$ cat src/rtl/pg_pkg.sv
package pg_pkg;
  localparam int PG_CIDW = 3;

  typedef struct packed {
    logic [PG_CIDW-1:0] cid;
    logic               cid_en;
    logic               priv_req;
    logic               sec_req;
  } pg_rule_t;

  localparam int PG_RULEW = $bits(pg_rule_t);

  localparam pg_rule_t PG_RULE_RST = '{cid: '0, cid_en: 1'b0,
                                       priv_req: 1'b1, sec_req: 1'b1};
endpackage

$ cat src/rtl/pg_rule_reg.sv
module pg_rule_reg
  import pg_pkg::*;
(
  input  logic                clk,
  input  logic                rst_n,
  input  logic                wr,
  input  logic [PG_RULEW-1:0] wdata,
  input  logic                wr_sec,
  input  logic                wr_priv,
  output pg_rule_t            rule
);
  pg_rule_t rule_q, rule_d;
  logic     rule_en;

  // only a trusted master may reprogram the rule
  always_comb begin
    rule_en = wr & wr_sec & wr_priv;
    rule_d  = pg_rule_t'(wdata);
  end

  always_ff @(posedge clk or negedge rst_n) begin
    if (!rst_n)       rule_q <= PG_RULE_RST;
    else if (rule_en) rule_q <= rule_d;
  end

  assign rule = rule_q;
endmodule

$ cat src/rtl/pg_rule_check.sv
module pg_rule_check
  import pg_pkg::*;
(
  input  pg_rule_t             rule,
  input  logic [PG_CIDW-1:0]   cid,
  input  logic                 sec,
  input  logic                 priv,
  output logic                 allow
);
  logic [PG_CIDW-1:0] bit_eq;

  genvar g;
  generate
    for (g = 0; g < PG_CIDW; g++) begin : g_cid_cmp
      assign bit_eq[g] = ~(cid[g] ^ rule.cid[g]);
    end
  endgenerate

  logic sec_ok, priv_ok, cid_ok;

  always_comb begin
    sec_ok  = sec  | ~rule.sec_req;
    priv_ok = priv | ~rule.priv_req;
    cid_ok  = ~rule.cid_en | (&bit_eq);
    allow   = sec_ok & priv_ok & cid_ok;
  end
endmodule

$ cat src/rtl/pg_resp.sv
module pg_resp #(
  parameter int DW = 32
) (
  input  logic          clk,
  input  logic          rst_n,
  input  logic          req,
  input  logic          we,
  input  logic          allow,
  input  logic [DW-1:0] pe_rdata,
  output logic          rvalid,
  output logic [DW-1:0] rdata,
  output logic          evt
);
  logic          rvalid_q, rvalid_d;
  logic [DW-1:0] rdata_q, rdata_d;
  logic          evt_q, evt_d;
  logic          data_en;

  always_comb begin
    rvalid_d = req;
    evt_d    = req & ~allow;
    data_en  = req;
    rdata_d  = (allow & ~we) ? pe_rdata : '0;
  end

  always_ff @(posedge clk or negedge rst_n) begin
    if (!rst_n) begin
      rvalid_q <= 1'b0;
      evt_q    <= 1'b0;
    end else begin
      rvalid_q <= rvalid_d;
      evt_q    <= evt_d;
    end
  end

  always_ff @(posedge clk or negedge rst_n) begin
    if (!rst_n)       rdata_q <= '0;
    else if (data_en) rdata_q <= rdata_d;
  end

  assign rvalid = rvalid_q;
  assign rdata  = rvalid_q ? rdata_q : '0;
  assign evt    = evt_q;
endmodule

$ cat src/rtl/perif_gate.sv
module perif_gate
  import pg_pkg::*;
#(
  parameter int AW = 12,
  parameter int DW = 32
) (
  input  logic                clk,
  input  logic                rst_n,
  input  logic                up_req,
  input  logic                up_we,
  input  logic [AW-1:0]       up_addr,
  input  logic [DW-1:0]       up_wdata,
  input  logic [PG_CIDW-1:0]  up_cid,
  input  logic                up_sec,
  input  logic                up_priv,
  output logic                up_rvalid,
  output logic [DW-1:0]       up_rdata,
  output logic                pe_req,
  output logic                pe_we,
  output logic [AW-1:0]       pe_addr,
  output logic [DW-1:0]       pe_wdata,
  input  logic [DW-1:0]       pe_rdata,
  input  logic                cfg_wr,
  input  logic [PG_RULEW-1:0] cfg_wdata,
  input  logic                cfg_sec,
  input  logic                cfg_priv,
  output logic [PG_RULEW-1:0] cfg_rdata,
  output logic                ill_evt
);
  pg_rule_t rule;
  logic     allow;

  pg_rule_reg u_rule (
    .clk     (clk),
    .rst_n   (rst_n),
    .wr      (cfg_wr),
    .wdata   (cfg_wdata),
    .wr_sec  (cfg_sec),
    .wr_priv (cfg_priv),
    .rule    (rule)
  );

  pg_rule_check u_check (
    .rule  (rule),
    .cid   (up_cid),
    .sec   (up_sec),
    .priv  (up_priv),
    .allow (allow)
  );

  pg_resp #(.DW(DW)) u_resp (
    .clk      (clk),
    .rst_n    (rst_n),
    .req      (up_req),
    .we       (up_we),
    .allow    (allow),
    .pe_rdata (pe_rdata),
    .rvalid   (up_rvalid),
    .rdata    (up_rdata),
    .evt      (ill_evt)
  );

  // blocked traffic never leaves the filter
  always_comb begin
    pe_req   = up_req & allow;
    pe_we    = up_we & pe_req;
    pe_addr  = pe_req ? up_addr  : '0;
    pe_wdata = pe_req ? up_wdata : '0;
  end

  assign cfg_rdata = rule;
endmodule

$ cat config.mk
export PLATFORM = sky130hd
export DESIGN_NAME = perif_gate
export DESIGN_NICKNAME = d
export VERILOG_FILES = /design/src/rtl/pg_pkg.sv /design/src/rtl/pg_rule_reg.sv /design/src/rtl/pg_rule_check.sv /design/src/rtl/pg_resp.sv /design/src/rtl/perif_gate.sv
export SDC_FILE = /design/constraint.sdc
export NUM_CORES = 1
export LEC_CHECK = 0
export CAP_MARGIN = 20
export CORE_MARGIN = 3
export CORE_UTILIZATION = 39
export CTS_CLUSTER_SIZE = 12
export DETAILED_ROUTE_END_ITERATION = 12
export GPL_TIMING_DRIVEN = 0
export PLACE_DENSITY = 0.87
export SLEW_MARGIN = 20
export SYNTH_ARGS = -nofsm -noshare
export SYNTH_HDL_FRONTEND = slang
export SYNTH_SLANG_ARGS = --single-unit
$ cat constraint.sdc
create_clock -name clk -period 4.1 [get_ports clk]
set_input_delay 0.82 -clock clk [delete_from_list [all_inputs] [get_ports clk]]
set_output_delay 0.82 -clock clk [all_outputs]
set_load 0.05 [all_outputs]
* Yosys cells after proc, flatten, opt, wreduce, memory -nomap -nowiden
Cells that the tools add are included.
** Storage, ports and cells
- Output and inout bits :: 86
- Latch bits :: 0
- Register bits after elaboration :: 40
- Bits in read-only memories :: 0
- Memories :: 0
- Input port bits :: 94
- Logic and storage cells :: 34
- RAM bits :: 0
** Operators by class
- $add $sub $neg :: 0
- Shifts and indexed selects :: 0
- Order comparisons :: 0
- Reduce and logical (&&, ||, !) cells :: 1
- Muxes and demuxes :: 4
- Divide/modulo/power cells :: 0
- Bitwise gates (word level) :: 22
- $mul :: 0
- Eq/ne operators :: 0
** Operator list (number)
- two-way mux 32 bit :: 3
- two-way mux 12 bit :: 1
- bitwise AND 1 bit :: 8
- NOT 1 bit :: 8
- bitwise OR 1 bit :: 3
- AND reduction 3 bit :: 1
- XOR 1 bit :: 3

* Longest topological paths before layout
Gate-level depths: netlist (run 1).
- Depth in word-level cells :: 7
- Depth in mapped cells :: 6
- Gate-level depth less buffers :: 3

* By module
A second synthesis (run 1) with hierarchy kept.
** Unflattened totals
- Cells, all modules :: 251
- Area, all modules :: 2444.8 um^2
** By module, submodules not included
- pg_resp :: area an instance 1794.2 um^2, cells an instance 177, instances 1, sequential area each 850.8 um^2
- perif_gate :: area an instance 371.6 um^2, cells an instance 54, instances 1, sequential area each 0.0 um^2
- pg_rule_reg :: area an instance 230.2 um^2, cells an instance 13, instances 1, sequential area each 152.6 um^2
- pg_rule_check :: area an instance 48.8 um^2, cells an instance 7, instances 1, sequential area each 0.0 um^2

* Worst setup path before layout (run 1)
OpenSTA, ideal clock, no wires.
- Path type :: input to output
- Start :: input up_cid[1]
- End :: output pe_req
- Required time :: 3.280 ns
- Arrival :: 2.687 ns
- Stages :: 5
- Path slack :: 0.593 ns
- Cell sequence :: xor2_1 -> o31a_1 -> buf_6 -> buf_6 -> nor3b_1
** On the way
- Longest elaborated chain between the ends :: 6
** RTL lines
- start: declaration :: line perif_gate.sv:13 : input logic [PG_CIDW-1:0] up_cid,
- XOR 1 bit :: line pg_rule_check.sv:15 : assign bit_eq[g] = ~(cid[g] ^ rule.cid[g]);
- NOT 1 bit :: line pg_rule_check.sv:15
- AND reduction 3 bit :: line pg_rule_check.sv:24 : cid_ok = ~rule.cid_en | (&bit_eq);
- bitwise OR 1 bit :: line pg_rule_check.sv:24
- bitwise AND 1 bit :: line pg_rule_check.sv:25 : allow = sec_ok & priv_ok & cid_ok;
- bitwise AND 1 bit :: line perif_gate.sv:65 : pe_req = up_req & allow;
- end: declaration :: line perif_gate.sv:18 : output logic pe_req,
Every way passes these cells.

* Worst setup path after layout (run 1)
- Start :: input up_req
- End :: output pe_addr[10]
** On the way
- Longest elaborated chain between the ends :: 2
** RTL lines
- start: declaration :: line perif_gate.sv:9 : input logic up_req,
- bitwise AND 1 bit :: line perif_gate.sv:65
- two-way mux 12 bit :: line perif_gate.sv:67 : pe_addr = pe_req ? up_addr : '0;
- end: declaration :: line perif_gate.sv:20 : output logic [AW-1:0] pe_addr,
Every way passes these cells.

==> impl_results.md, run 1 <==
* Sequential share of the synthesized area at 0.384
* Total grt overflow at 0
* Standby leakage power at between 2 and 2.5 nW
* Status: finished, final reports clean
* Pwr Density at between 300 and 400 mW/mm^2
* Pins Over Slew Limit at 0
* Actual slew at the worst max-slew pin at 716 ps
* Die X at a little under 90 um
* Clock buffer count from CTS at 5
* Initial antenna violation count at 0
* Port buffer count at about 180
* Reg2Reg Depth at 4
* R2R setup slack at roughly 2200 ps
* Setup TNS at 0 ps
* Hold WC Path Type: in -> async
* Effective utilization at floorplan at 0.406
* Routed WL at 9220 um
* Chip Height at ~88 um
* Ports at 180
* Clock latency on the worst-skew pair at about 300 ps
* Antenna diodes at 0
* Antenna viol nets, final at 0
* Cell row count at 29
* H-tree levels at 2
* #FFs+latches synth at 40
* Global-route wire length before repair at about 14000 um
* Post-synthesis cell count at 309
* Post-route total power at 1.52 mW
* Period minus WS final at 3980 ps
* Final net count at about 600
* Post-detail-place hpwl at around 7100 um
* Clock Root Buffer: clkbuf_8
* Via count at 3004
* DR iter-0 viols at 113
* # Max-Cap Violations at 0
* Clock sink total at 40
* Post-DP Area at between 0.004 and 0.005 mm^2
* Relative slew slack at 0.522
* Fin. Hold Viols at 0
* DRC violations left at 0
* Clk slew on worst S/H paths at 90 ps
* Post-Syn Area at ~0.0026 mm^2
* Average wire per standard cell at about 16 um
* Area Growth Syn to Fin at 79.7%
* Number of setup violations in the final report at 0
* Largest net degree at the start of global routing at 23
* Post-Syn Nets at around 400
* Clk pwr share at 0.175
* TritonCTS clock tree: yes
* Clk buf depth at 2
* Detailed Routing Iterations Pass 1 at 4
* Sw frac at 0.436
* CP Data Required Time at ~3300 ps
* Part of the power in registers at 0.305
* Fmax at between 200 and 300 MHz
* Fillers at about 500
* Post-route cell area at ~0.0047 mm^2
* Syn. warnings at 0
* Die Area at around 0.0077 mm^2
* Fin Clk Skew at between 10 and 15 ps
* Max VDD drop at roughly 0.18 mV
* Logic pwr share at 0.520
* Worst Path Arrival at ~3200 ps
* Vias in the first global route at ~2900
* DR vias/cell at ~5.2
* Setup Crit Path Kind: in -> out
* Worst-path fanout max at 10
* Final Wtd Congestion at 0.767
* Final critical-path share of the clock period at 0.972
* Total track usage at 0.230
* Util after Layout at 0.730
* Core outline area at 0.00642 mm^2
* Post-synthesis cell type count at 20
* Share of cells above drive strength 1 at 0.0825
* Critical Path Source Type: input pin
* Psw at ~0.66 mW
* Setup crit end kind: output port
* P_int at around 0.86 mW
* Average size of a mapped cell at roughly 8.4 um^2
-- final cells by class --
cell class | count | area [um^2] | area share
Buffer | 35 | 188 | 0.0400
Multi-Input combinational cell | 200 | 1290 | 0.276
Timing Repair Buffer | 180 | 1890 | 0.404
Clock inverter | 3 | 18.8 | 0.00400
Sequential cell | 40 | 1000 | 0.214
Inverter | 34 | 128 | 0.0272
Clock buffer | 5 | 68.8 | 0.0147
Tap cell | 77 | 96.3 | 0.0205
-- per-layer routing --
metal | routed length (um) | vias up | track usage | share of wire
met5 | 0 | - | 0 | 0
met4 | 169 | 0 | 0.0516 | 0.018
met3 | 754 | 14 | 0.0715 | 0.082
met2 | 4760 | 136 | 0.414 | 0.52
met1 | 3530 | 1419 | 0.267 | 0.38
li1 | - | 1435 | - | -
-- per-stage QoR --
step | setup slack, ps | std cells | hold slack (ps)
6_report | 116 | 574 | 458
5_1_grt | -21.4 | 574 | 484
4_1_cts | 3.67 | 574 | 470
3_5_place_dp | -40.2 | 566 | 499
3_3_place_gp | -51.5 | 565 | 490
2_1_floorplan | 593 | 309 | 477
-- layout by cell type (no fill, tap or decap), drive strengths merged, types with 6 or more instances in the layout --
cell / n
clkdlybuf4s50: 142
nand2: 45
nor3: 45
dfrtp: 38
inv: 34
dlymetal6s2s: 33
and2: 32
nand3b: 32
o32ai: 32
clkbuf: 29
buf: 13
mux2: 6
-- worst max-delay path, stage by stage --
cell             delay [ps]
clkdlybuf4s50_1         510
clkbuf_1                380
clkbuf_1                380
nand2_1                 100
nor3_1                  140
clkdlybuf4s50_1         830
-- power groups by stage --
stage / Sequential [mW] / Combinational [mW] / Clock, mW
2_1_floorplan: 0.514 / 0.448 / 0
3_3_place_gp: 0.470 / 0.782 / 0
3_5_place_dp: 0.472 / 0.795 / 0
4_1_cts: 0.464 / 0.797 / 0.270
5_1_grt: 0.470 / 0.836 / 0.290
6_report: 0.464 / 0.791 / 0.266
-- final timing paths --
| kind | start | endpoint |
|---|---|---|
| worst max-delay path | up_req | pe_addr[10] |
| worst min-delay path | rst_n | u_resp.rdata_q[22]$_DFFE_PN0P_ |
| worst max register to register | u_rule.rule[1]$_DFFE_PN1P_ | u_resp.rdata_q[3]$_DFFE_PN0P_ |
| worst min register to register | u_resp.rdata_q[12]$_DFFE_PN0P_ | u_resp.rdata_q[12]$_DFFE_PN0P_ |
| max in group asynchronous | rst_n | u_rule.rule[0]$_DFFE_PN1P_ |
| min in group clk | u_resp.rdata_q[12]$_DFFE_PN0P_ | u_resp.rdata_q[12]$_DFFE_PN0P_ |
-- cell usage after synthesis, drive strengths merged --
cell type / number / area (um^2)
o22ai: 1 / 6.26
dfrtp: 38 / 951
clkbuf: 24 / 90.1
nand2: 45 / 169
o21a: 1 / 7.51
o32ai: 32 / 280
nor3b: 1 / 7.51
buf: 11 / 95.1
mux2: 6 / 67.6
dfstp: 2 / 52.6
and2: 32 / 200
nand3: 1 / 5.00
xor2: 3 / 26.3
inv: 34 / 128
nand3b: 32 / 240
o31a: 1 / 8.76
nor3: 45 / 275
-- cell families after synthesis --
| family | share of synthesized area |
|---|---|
| xor gates and xnor gates | 0.0101 |
| DFF | 0.384 |
| buffers and inverters | 0.120 |
| muxes | 0.0259 |
| and+or+nand+nor | 0.344 |
| AOI/OAI and AO/OA | 0.116 |
-- repair_timing --
item,4_1_cts,5_1_grt
setup endpoints to repair,3,37
buffers inserted,0,0
hold endpoints to repair,0,0
hold buffers,0,0
pin swaps,0,0
gates resized for setup,3,37
-- flip-flops by register name (all words and copies together), names as in the netlist --
register,count
u_resp.rvalid,1
u_resp.rdata_q,32
u_rule.rule,6
u_resp.evt,1
(Power assumes the default switching activity.)
==> inputs of run 2 (changes only) <==
--- a/config.mk
+++ b/config.mk
@@ -7,11 +7,11 @@
 export LEC_CHECK = 0
 export CAP_MARGIN = 20
 export CORE_MARGIN = 3
-export CORE_UTILIZATION = 39
+export CORE_UTILIZATION = 36
 export CTS_CLUSTER_SIZE = 12
 export DETAILED_ROUTE_END_ITERATION = 12
 export GPL_TIMING_DRIVEN = 0
-export PLACE_DENSITY = 0.87
+export PLACE_DENSITY = 0.81
 export SLEW_MARGIN = 20
 export SYNTH_ARGS = -nofsm -noshare
 export SYNTH_HDL_FRONTEND = slang
==> constraint.sdc (replaced) <==
create_clock -name clk -period 3.7 [get_ports clk]
set_input_delay 0.74 -clock clk [delete_from_list [all_inputs] [get_ports clk]]
set_output_delay 0.74 -clock clk [all_outputs]
set_load 0.05 [all_outputs]
==> run 2 against run 1 <==
Net effect:
- sequential power rose by 11%
- cell count rose by 3.1%
- non-clock buffer count fell by 1
- worst hold slack got worse by 69 ps
- critical path depth rose by 2
- highest routed layer unchanged
- count of clock-buffer cells in the layout rose by 2
- sequential share of layout area rose by 0.38 points
- first-iteration DRC count fell by 5.3%
- routed wire length rose by 1.2%
- combinational power rose by 7.3%
- utilization fell by 6.3 points
==> impl_results.md, run 2 (same netlist as run 1, synthesis figures left out) <==
* Status: finished, final reports clean
* Critical Path Source Type: input pin
* Clock latency on the worst-skew pair at approximately 290 ps
* Final Non-Filler Cells at around 590
* Reg2Reg Depth at 4
* Hold WC Path Type: in -> async
* Period minus WS final at approximately 3500 ps
* Largest net degree at the start of global routing at 24
* Util after Layout at 0.667
* Routed WL at 9330 um
* Clock buffer count from CTS at 5
* Detailed Routing Iterations Pass 1 at 4
* Most frequent cells in the layout: clkdlybuf4s50_1 (132), nand2_1 (45), dlygate4sd2_1 (44), dfrtp_1 (38), nor3_1 (35)
* DR iter-0 viols at between 100 and 150
* Via count at 2920
* Die Area at slightly above 0.008 mm^2
* Die X at between 90 and 100 um
* Worst Path Arrival at 2750 ps
* Clk buf depth at 2
* Cell row count at 30
* Area Growth Syn to Fin at 76.6%
* Fin Clk Skew at ~3.4 ps
* TritonCTS clock tree: yes
* RSZ-0062 raised after global routing: false
* Slack of the critical path at 212 ps
* Fin. Hold Viols at 0
* Max VDD drop at about 0.22 mV
* Final critical-path share of the clock period at 0.943
* Top reg by flops: u_resp.rdata_q
* Most common cell after layout, fill and taps aside: clkdlybuf4s50_1
* Worst-path fanout max at 10
* Final Wtd Congestion at roughly 0.82
* Antenna viol nets, final at 0
* Antenna diodes at 0
* Setup Crit Path Kind: in -> out
* Worst setup startpoint: up_cid[1]
* Clk slew on worst S/H paths at around 80 ps
* Actual slew at the worst max-slew pin at between 500 and 600 ps
* Dpl cells at roughly 600
* Largest register FFs at 32
* Fillers at around 650
* Post-detail-place hpwl at around 7300 um
* Total track usage at 0.221
* Global-route wire length before repair at around 15000 um
* Standby leakage power at around 2.0 nW
* DR vias/cell at approximately 5
* Flip-flop and latch area at 0.00100 mm^2
* Initial antenna violation count at 0
* DRC violations left at 0
* # Max-Cap Violations at 0
* Vias in the first global route at 3067
* Setup crit end kind: output port
* Core outline area at 0.00691 mm^2
* Area of the multi-input gates at around 0.0013 mm^2
* H-tree levels at 2
* Clock Root Buffer: clkbuf_8
* Clock sink total at 40
* Chip Height at slightly above 90 um
* Hold slack at 389 ps
* Reg-to-reg startpoint: u_rule.rule[1]$_DFFE_PN1P_
* Pre-CTS WS at -217 ps
* Fmax at 287 MHz
* Pwr Density at 381 mW/mm^2
* Final net count at between 500 and 600
* CP Data Required Time at 2960 ps
* Share of cells above drive strength 1 at 0.0847
* Total grt overflow at 0
* Port buffer count at roughly 180
* Pins Over Slew Limit at 0
* Relative slew slack at 0.615
* Effective utilization at floorplan at 0.378
* Ports at between 150 and 200
* Setup TNS at 0 ps
* Average wire per standard cell at between 15 and 20 um
* Number of setup violations in the final report at 0
run 2: timing repair:
action                     in CTS  in global routing
buffers inserted                0                  0
setup endpoints to repair      46                 38
hold buffers                    0                  0
resized for setup              47                  6
run 2: critical path, cell delays in order:
cell and delay [ps]:
clkdlybuf4s50_1 410, xor2_1 140, o31a_1 300, buf_6 150
buf_6 140, buf_6 150, nor3_2 150, dlygate4sd2_1 550
run 2: final timing paths:
kind / end / slack (ps)
max reg2reg: u_resp.rdata_q[17]$_DFFE_PN0P_ / 1960
min: u_resp.rdata_q[23]$_DFFE_PN0P_ / 390
min reg2reg: u_resp.rdata_q[13]$_DFFE_PN0P_ / 510
min in group clk: u_resp.rdata_q[13]$_DFFE_PN0P_ / 510
max: pe_wdata[30] / 210
max in group asynchronous: u_resp.rdata_q[6]$_DFFE_PN0P_ / 2840
run 2: area by class of cell:
class                           count  area share
Buffer                             34      0.0394
Clock buffer                        7      0.0209
Clock inverter                      1     0.00652
Inverter                           34      0.0277
Multi-Input combinational cell    200       0.282
Sequential cell                    40       0.218
Tap cell                           96      0.0261
Timing Repair Buffer              180       0.380
run 2: routing by layer:
metal  part of all wire  global-route usage  vias to the layer above  wire length [um]
met5                  0                   0                        -                 0
met4              0.028              0.0691                        0               263
met3              0.081              0.0737                       21               756
met2               0.50               0.391                      123              4680
met1               0.39               0.250                     1345              3630
li1                   -                   -                     1431                 -
run 2: stage by stage:
step | cell area, um^2 | power (mW)
2_1_floorplan | 2610 | 1.07
3_3_place_gp | 4520 | 1.39
3_5_place_dp | 4540 | 1.40
4_1_cts | 4620 | 1.77
5_1_grt | 4610 | 1.85
6_report | 4610 | 1.76
run 2: power by group:
part,leakage (nW),switching (mW),internal [mW]
sequential,0.525,0.0276,0.487
clock,0.0645,0.154,0.238
combinational,1.38,0.541,0.308
